<file path="config.mk">
export PLATFORM = sky130hd
export DESIGN_NAME = serial_evt_vector
export DESIGN_NICKNAME = d
export VERILOG_FILES = /design/src/rtl/sev_pkg.sv /design/src/rtl/sev_flag_bank.sv /design/src/rtl/sev_prio_enc.sv /design/src/rtl/sev_reg_port.sv /design/src/rtl/serial_evt_vector.sv
export SDC_FILE = /design/constraint.sdc
export NUM_CORES = 1
export LEC_CHECK = 0
export ABC_AREA = 1
export ABC_CLOCK_PERIOD_IN_PS = 3650
export BUFFER_PORTS_ARGS = -buffer_cell sky130_fd_sc_hd__clkbuf_2
export CAP_MARGIN = 10
export CORE_ASPECT_RATIO = 0.8
export CORE_MARGIN = 2
export CORE_UTILIZATION = 51
export CTS_CLUSTER_DIAMETER = 50
export DETAILED_ROUTE_END_ITERATION = 7
export PLACE_DENSITY = 0.86
export SETUP_SLACK_MARGIN = 0.5
export SLEW_MARGIN = 20
export SYNTH_ARGS = -nofsm -noshare
export SYNTH_HDL_FRONTEND = slang
export SYNTH_SLANG_ARGS = --single-unit
export TNS_END_PERCENT = 1
</file>
<file path="constraint.sdc">
create_clock -name clk -period 3.65 [get_ports clk]
set_clock_uncertainty 0.15 [all_clocks]
set_input_delay 0.5475 -clock clk [delete_from_list [all_inputs] [get_ports clk]]
set_output_delay 0.5475 -clock clk [all_outputs]
set_load 0.005 [all_outputs]
</file>
<file path="src/rtl/sev_pkg.sv">
package sev_pkg;
  localparam int EVT_N   = 7;
  localparam int CODE_W  = $clog2(EVT_N + 1);
  localparam int DATA_W  = 16;
  localparam int ADDR_W  = 2;
  localparam int BUSY_BIT = 12;
  localparam int RXF_BIT  = 11;

  // bit index of each event: the vector code is index + 1
  localparam int EV_ARB  = 0;
  localparam int EV_NAK  = 1;
  localparam int EV_ARDY = 2;
  localparam int EV_RRDY = 3;
  localparam int EV_XRDY = 4;
  localparam int EV_STOP = 5;
  localparam int EV_TGT  = 6;

  localparam logic [EVT_N-1:0] MASK_RST = 7'h67;
  localparam logic [EVT_N-1:0] W1C_SET  = (7'd1 << EV_ARDY) | (7'd1 << EV_STOP);
  localparam logic [EVT_N-1:0] RDCLR_SET = ~W1C_SET;

  typedef enum logic [ADDR_W-1:0] {
    A_MASK = 2'd0,
    A_STAT = 2'd1,
    A_VEC  = 2'd2,
    A_NONE = 2'd3
  } reg_addr_e;
endpackage

</file>
<file path="src/rtl/sev_flag_bank.sv">
module sev_flag_bank #(
  parameter int N = 7
) (
  input  logic         clk,
  input  logic         rst_n,
  input  logic [N-1:0] set_i,
  input  logic [N-1:0] clr_i,
  output logic [N-1:0] flags_o
);
  for (genvar g = 0; g < N; g++) begin : g_flag
    always_ff @(posedge clk or negedge rst_n) begin
      if (!rst_n)          flags_o[g] <= 1'b0;
      else if (set_i[g])   flags_o[g] <= 1'b1;
      else if (clr_i[g])   flags_o[g] <= 1'b0;
    end
  end
endmodule

</file>
<file path="src/rtl/sev_prio_enc.sv">
module sev_prio_enc #(
  parameter int N      = 7,
  parameter int CODE_W = $clog2(N + 1)
) (
  input  logic [N-1:0]      req_i,
  output logic [CODE_W-1:0] code_o,
  output logic              any_o
);
  always_comb begin
    code_o = '0;
    for (int i = N - 1; i >= 0; i--) begin
      if (req_i[i]) code_o = CODE_W'(i + 1);
    end
  end
  assign any_o = |req_i;
endmodule

</file>
<file path="src/rtl/sev_reg_port.sv">
module sev_reg_port
  import sev_pkg::*;
(
  input  logic              clk,
  input  logic              rst_n,
  input  logic              wr_i,
  input  logic              rd_i,
  input  logic [ADDR_W-1:0] addr_i,
  input  logic [EVT_N-1:0]  wdata_i,
  input  logic [EVT_N-1:0]  flags_i,
  input  logic [CODE_W-1:0] code_i,
  input  logic              busy_i,
  input  logic              rxf_i,
  output logic [EVT_N-1:0]  mask_o,
  output logic [EVT_N-1:0]  clr_o,
  output logic [DATA_W-1:0] rdata_o
);
  logic wr_mask, wr_stat, rd_vec;
  logic [EVT_N-1:0] code_oh;
  logic [DATA_W-1:0] stat_word;

  assign wr_mask = wr_i && (addr_i == A_MASK);
  assign wr_stat = wr_i && (addr_i == A_STAT);
  assign rd_vec  = rd_i && (addr_i == A_VEC);

  always_ff @(posedge clk or negedge rst_n) begin
    if (!rst_n)       mask_o <= MASK_RST;
    else if (wr_mask) mask_o <= wdata_i;
  end

  assign code_oh = (code_i == '0) ? '0 : (EVT_N'(1) << (code_i - CODE_W'(1)));
  assign clr_o = (wr_stat ? (wdata_i & W1C_SET) : '0)
               | (rd_vec  ? (code_oh & RDCLR_SET) : '0);

  always_comb begin
    stat_word = '0;
    stat_word[EVT_N-1:0] = flags_i;
    stat_word[BUSY_BIT]  = busy_i;
    stat_word[RXF_BIT]   = rxf_i;
  end

  always_comb begin
    rdata_o = '0;
    if (rd_i) begin
      case (addr_i)
        A_MASK:  rdata_o = DATA_W'(mask_o);
        A_STAT:  rdata_o = stat_word;
        A_VEC:   rdata_o = DATA_W'(code_i);
        default: rdata_o = '0;
      endcase
    end
  end
endmodule

</file>
<file path="src/rtl/serial_evt_vector.sv">
module serial_evt_vector
  import sev_pkg::*;
(
  input  logic              clk,
  input  logic              rst_n,
  input  logic [EVT_N-1:0]  evt_pulse,
  input  logic              bus_busy,
  input  logic              rx_full,
  input  logic              reg_wr,
  input  logic              reg_rd,
  input  logic [ADDR_W-1:0] reg_addr,
  input  logic [EVT_N-1:0]  reg_wdata,
  output logic [DATA_W-1:0] reg_rdata,
  output logic              irq
);
  logic [EVT_N-1:0]  flags_q, mask_q, clr_req, pend;
  logic [CODE_W-1:0] vec_code;

  sev_flag_bank #(.N(EVT_N)) u_flags (
    .clk(clk), .rst_n(rst_n), .set_i(evt_pulse), .clr_i(clr_req), .flags_o(flags_q)
  );

  assign pend = flags_q & mask_q;

  sev_prio_enc #(.N(EVT_N), .CODE_W(CODE_W)) u_enc (
    .req_i(pend), .code_o(vec_code), .any_o(irq)
  );

  sev_reg_port u_port (
    .clk(clk), .rst_n(rst_n), .wr_i(reg_wr), .rd_i(reg_rd), .addr_i(reg_addr),
    .wdata_i(reg_wdata), .flags_i(flags_q), .code_i(vec_code), .busy_i(bus_busy),
    .rxf_i(rx_full), .mask_o(mask_q), .clr_o(clr_req), .rdata_o(reg_rdata)
  );
endmodule

</file>
==> results of run 1 <==
-- kinds of logic (layout without fill, tap and decap cells) --
kind of cell | after synthesis | after routing | synth area share, %
compound gates | 12 | 12 | 7.70
buf+inv | 23 | 51 | 11.7
flops | 14 | 14 | 37.2
mux | 7 | 7 | 11.0
other cells | 1 | 7 | 0.391
simple gates | 66 | 66 | 32.0
-- worst max-delay path, stage by stage (launching register included) --
cell and delay [ns]:
dfstp_2 0.56, nand2_1 0.09, inv_1 0.06, nand2_1 0.04
nand2_1 0.05, nand2_1 0.06, nand2_2 0.07, nand2_1 0.06
nand2_2 0.07, nand2_1 0.05, a21oi_1 0.12, clkbuf_2 0.13
-- final timing paths --
| kind | from | slack, ns | cells after the start | end |
|---|---|---|---|---|
| setup / recovery | u_port.mask_o[6] | 1.31 | 11 | reg_rdata[0] |
| hold / removal | rst_n | -0.0002 | 1 | u_port.mask_o[3] |
| setup reg to reg | u_port.mask_o[5] | 2.16 | 7 | u_flags.flags_o[4] |
| hold reg to reg | u_flags.flags_o[3] | 0.36 | 2 | u_flags.flags_o[3] |
| max in group asynchronous | rst_n | 3.04 | 1 | u_port.mask_o[0] |
| min in group clk | evt_pulse[1] | 0.29 | 3 | u_flags.flags_o[1] |
-- cells in the final DEF (no fill, tap or decap), drive strengths merged --
master / count
a21o: 2
a21oi: 6
a31oi: 2
clkbuf: 35
clkinv: 1
conb: 7
dfrtp: 9
dfstp: 5
inv: 15
mux2: 7
nand2: 50
nand3: 5
nand4: 2
nor2: 9
o21ai: 1
o21bai: 1
-- metrics by stage --
stage	cell area [um2]	power, mW
floorplan	981	0.301
global placement	1110	0.335
detailed placement	1110	0.342
CTS	1140	0.434
global route	1140	0.459
finish	1140	0.432
-- layout make-up --
cell class,instances,area [um2]
flip-flops and latches,14,357
multi-input cells,92,512
well taps,22,27.5
clock buffers,4,26.3
fillers,163,554
inverters,16,60.1
repair buffers,31,155
-- metal layers --
layer / wire length (um) / global-route usage [%] / up-vias
met2: 979 / 34.8 / 31
met4: 8 / 5.64 / 0
met5: 0 / 0 / -
met3: 126 / 3.87 / 2
li1: - / - / 440
met1: 895 / 24.6 / 417
-- power by group through the flow --
| stage | combinational, mW | sequential (mW) | clock [mW] |
|---|---|---|---|
| finish | 0.143 | 0.197 | 0.0922 |
| global route | 0.159 | 0.200 | 0.100 |
| CTS | 0.143 | 0.197 | 0.0937 |
| detailed placement | 0.143 | 0.200 | 0 |
| global placement | 0.138 | 0.198 | 0 |
| floorplan | 0.108 | 0.193 | 0 |
-- state kept, by name, indices dropped and copies added, names as in the netlist --
name             flops
u_flags.flags_o      7
u_port.mask_o        7
==> results.cfg, run 1 <==
[placement]
port_buffers = 31
globalplace.congestion = 0.826
dpl.cell_count = 175
dp_hpwl_um = 1690
pre_cts_slack_ns = 1.59

[global_route]
first_global_vias = 842
grt_pass1_wl_um = 3400
grt_max_degree = 15
grt_overflow = 0
antenna_found_initial = 0
grt_use_total_pct = 19.9

[setup_path]
crit_fanout = 3
cp-start-kind = flop
end_kind = primary output
arrival_ns = 1.64
cp.required_ns = 2.95
path_class = flop to primary output

[route]
routed_wl_um = 2010
dr.pass1.iters = 4
ant_nets = 0
drc = 0
dr.first_iter.drc_count = 25
via_per_inst = 4.97
routed-via-count = 890
wire_per_inst_um = 11.2

[cts]
htreeDepth = 1
max-clock-path-buffers = 2
ctsResizeCount = 0
clk_latency_ns = 0.28
hold_buffers = 0
root_buffer = clkbuf_4
cts_num_sinks = 14
clk_pin_slew_ns = 0.09
tritoncts = built
postCtsSetupBuffers = 0
cts_buffers = 3

[yosys]
yosys-top-cells-area = dfrtp_1, nand2_1, dfstp_2
synthFlopType = dfrtp_1
synth_edf_count = 0
netlist_instances = 123
synth_cell_types = 22
synth_top_area_share_pct = 23.5
synth_largest_area_cell = dfrtp_1
synth_most_common_cell = nand2_1
postSynthAreaPerCell_um2 = 7.79
ys_seq_elements = 14
async_reset_ff_share_pct = 100
yosys-top-cells-count = nand2_1, inv_1, dfrtp_1, buf_4, mux2_4
syn-cell-area_um2 = 958
seq_area_frac_synth_pct = 37.2
ys.warnings.count = 0

[layout]
antenna_cells = 0
drive_above_1_share_pct = 40.1
utilization_pct = 67.2
finalNetCount = 180
layout.cells.non_filler = 179
area_delta_synth_final_pct = 18.7

[floorplanning]
fp.dieW_um = 52.5
core_area_um2 = 1690
dieArea_um2 = 2240
start_util_pct = 56.7
std_cell_rows = 13
io_pins = 39
fp.dieH_um = 42.8

[timing]
finalCriticalPeriod_ns = 2.34
setup_viol = 0
rsz0062_at_grt = false
finalMaxSlewViolations = 0
hold_violations = 1
tns_ns = 0
fmax_ghz = 0.428
finalCritPeriodShare_pct = 64.0
finalWorstSetupSlack_ns = 1.31
holdWs_ns = -0.000154

[power]
peakVddDrop_uv = 282
swShare_pct = 34.1
power_leakage_nw = 0.633
powerDensity_nw_per_um2 = 380
pwr-share-clk_pct = 21.3
p_switching_mw = 0.147
power_frac_comb_pct = 33.0
seqPwrFrac_pct = 45.7
intPower_mw = 0.285

[flow_run]
cap_violations = 0

[hold_path]
hp-class = primary input to async pin

[run_status]
violations = hold timing
status = finished with violations
Power figures use the tool's default switching activity.
==> run 2, diff against run 1 <==
--- a/config.mk
+++ b/config.mk
@@ -6,15 +6,15 @@
 export NUM_CORES = 1
 export LEC_CHECK = 0
 export ABC_AREA = 1
-export ABC_CLOCK_PERIOD_IN_PS = 3650
+export ABC_CLOCK_PERIOD_IN_PS = 2400
 export BUFFER_PORTS_ARGS = -buffer_cell sky130_fd_sc_hd__clkbuf_2
 export CAP_MARGIN = 10
 export CORE_ASPECT_RATIO = 0.8
 export CORE_MARGIN = 2
-export CORE_UTILIZATION = 51
+export CORE_UTILIZATION = 47
 export CTS_CLUSTER_DIAMETER = 50
 export DETAILED_ROUTE_END_ITERATION = 7
-export PLACE_DENSITY = 0.86
+export PLACE_DENSITY = 0.8
 export SETUP_SLACK_MARGIN = 0.5
 export SLEW_MARGIN = 20
 export SYNTH_ARGS = -nofsm -noshare
==> constraint.sdc (replaced) <==
create_clock -name clk -period 2.4 [get_ports clk]
set_clock_uncertainty 0.15 [all_clocks]
set_input_delay 0.36 -clock clk [delete_from_list [all_inputs] [get_ports clk]]
set_output_delay 0.36 -clock clk [all_outputs]
set_load 0.005 [all_outputs]
==> run 2 against run 1 <==
The flow now finishes without violations. Combinational power is 73% higher. Core utilization is 4.3 points lower. Register-to-register slack worse by 1.3 ns. Clock-buffer cell count stayed put. Via count is 0.79% lower. First-iteration DRC count is 24% lower. Non-clock buffer count is 5 higher. Wire length is 3.9% higher.
==> results.cfg, run 2 (same netlist as run 1, synthesis figures left out) <==
[layout]
largest_registers = u_flags.flags_o: 7 flops, u_port.mask_o: 7 flops
area_delta_synth_final_pct = 25.3
layout_common_cells = nand2_1, clkbuf_2, inv_1, nand2_2, dfrtp_1
final_common_cell = nand2_1
finalNetCount = 185
antenna_cells = 0
drive_above_1_share_pct = 45.1

[setup_path]
r2r-start = u_port.mask_o[6]
path_class = flop to primary output
path_cells = nand2_2, inv_2, nand2_1, nand2_1, nand2_1, nand2_2, nand2_2, nand2_2, nand2_2, a21oi_2, buf_2
critPathMaxStageDelay_ns = 0.55
cp-start-kind = flop
crit_top_cell = nand2_2
crit_buf_inv = 2
arrival_ns = 1.59
r2r-end = u_flags.flags_o[6]
crit_fanout = 3
critPathSlowestCell = dfstp_2
end_kind = primary output
cp.required_ns = 1.89
r2r.worst_path.cells = 12
path_delay_family = flip-flops
reg2reg_slack_ns = 0.84

[global_route]
grt_use_total_pct = 19.4
grt_pass1_wl_um = 3300
first_global_vias = 785
antenna_found_initial = 0
grt_max_degree = 15
grt_overflow = 0

[timing]
hold_violations = 0
setup_viol = 0
finalCritPeriodShare_pct = 87.5
finalCriticalPeriod_ns = 2.10
holdWs_ns = 0.0963
fmax_ghz = 0.476
tns_ns = 0
finalMaxSlewViolations = 0
rsz0062_at_grt = true

[hold_path]
holdPathEnd = u_flags.flags_o[2]
min_from = evt_pulse[2]
whs_path_depth = 2
hp-class = primary input to flop

[floorplanning]
core_area_um2 = 1910
fp.dieW_um = 54.5
fp.dieH_um = 44.4
dieArea_um2 = 2420
io_pins = 39
std_cell_rows = 14
start_util_pct = 50.2

[placement]
dp_hpwl_um = 1630
globalplace.congestion = 0.859
port_buffers = 31

[route]
drc = 0
via_per_inst = 4.75
dr.first_iter.drc_count = 19
wire_per_inst_um = 11.2
ant_nets = 0
routed_wl_um = 2090
dr.pass1.iters = 4
routed-via-count = 883

[cts]
clk_latency_ns = 0.29
max-clock-path-buffers = 2
clk_pin_slew_ns = 0.08
htreeDepth = 1
cts_num_sinks = 14
cts_buffers = 3
root_buffer = clkbuf_4
tritoncts = built

[flow_run]
cap_violations = 0

[power]
powerDensity_nw_per_um2 = 597
power_leakage_nw = 0.663
peakVddDrop_uv = 348

[run_status]
status = finished clean
## run 2: cell type report
| class | count | area [um2] |
|---|---|---|
| Fill cell | 173 | 708 |
| Multi-Input combinational cell | 92 | 523 |
| Sequential cell | 14 | 357 |
| Timing Repair Buffer | 36 | 195 |
| Inverter | 16 | 60.1 |
| Clock buffer | 4 | 36.3 |
| Tap cell | 24 | 30.0 |
## run 2: worst reg2reg max path, delay by kind of cell (launching register included)
family        cells  cell delay [ns]
simple gates     10             0.60
flops             1             0.55
buf+inv           2             0.16
## run 2: where the power goes
| group | switching (mW) | leakage (nW) | total [mW] | internal (mW) |
|---|---|---|---|---|
| logic | 0.133 | 0.503 | 0.248 | 0.116 |
| registers | 0.0224 | 0.139 | 0.296 | 0.274 |
| clock network | 0.0802 | 0.0210 | 0.173 | 0.0926 |
## run 2: metrics by stage
| stage | area [um2] | total power [mW] | worst slack [ns] | util, % | instances |
|---|---|---|---|---|---|
| 6_report | 1200 | 0.717 | 0.300 | 62.9 | 186 |
| 5_1_grt | 1200 | 0.763 | 0.172 | 62.9 | 186 |
| 4_1_cts | 1200 | 0.714 | 0.302 | 62.6 | 186 |
| 3_5_place_dp | 1110 | 0.519 | 0.555 | 58.3 | 177 |
| 3_3_place_gp | 1110 | 0.509 | 0.619 | 58.3 | 177 |
| 2_1_floorplan | 981 | 0.458 | 0.752 | - | 129 |
## run 2: repair_timing
action / 4_1_cts / 5_1_grt
setup buffers: 4 / 0
setup endpoints to repair: 4 / 4
gates resized for setup: 2 / 4
endpoints found under the hold margin: 9 / 0
hold buffers: 1 / 0
pin swaps: 1 / 1
## run 2: layer usage
metal,routed length (um),up-vias,global-route usage [%]
met2,979,33,31.1
met4,26,0,6.00
met5,0,-,0
li1,-,451,-
met3,175,2,4.73
met1,907,397,25.8
## run 2: worst max-delay path by stage
stage	slack [ns]	from	cells past startpoint	endpoint
after global routing	0.17	u_port.mask_o[6]	11	reg_rdata[0]
final	0.30	u_port.mask_o[6]	11	reg_rdata[0]
after CTS	0.30	u_port.mask_o[6]	11	reg_rdata[0]
after global placement	0.62	u_port.mask_o[6]	11	reg_rdata[0]
after floorplan	0.75	u_port.mask_o[6]	10	reg_rdata[0]
after detailed placement	0.55	u_port.mask_o[6]	11	reg_rdata[0]
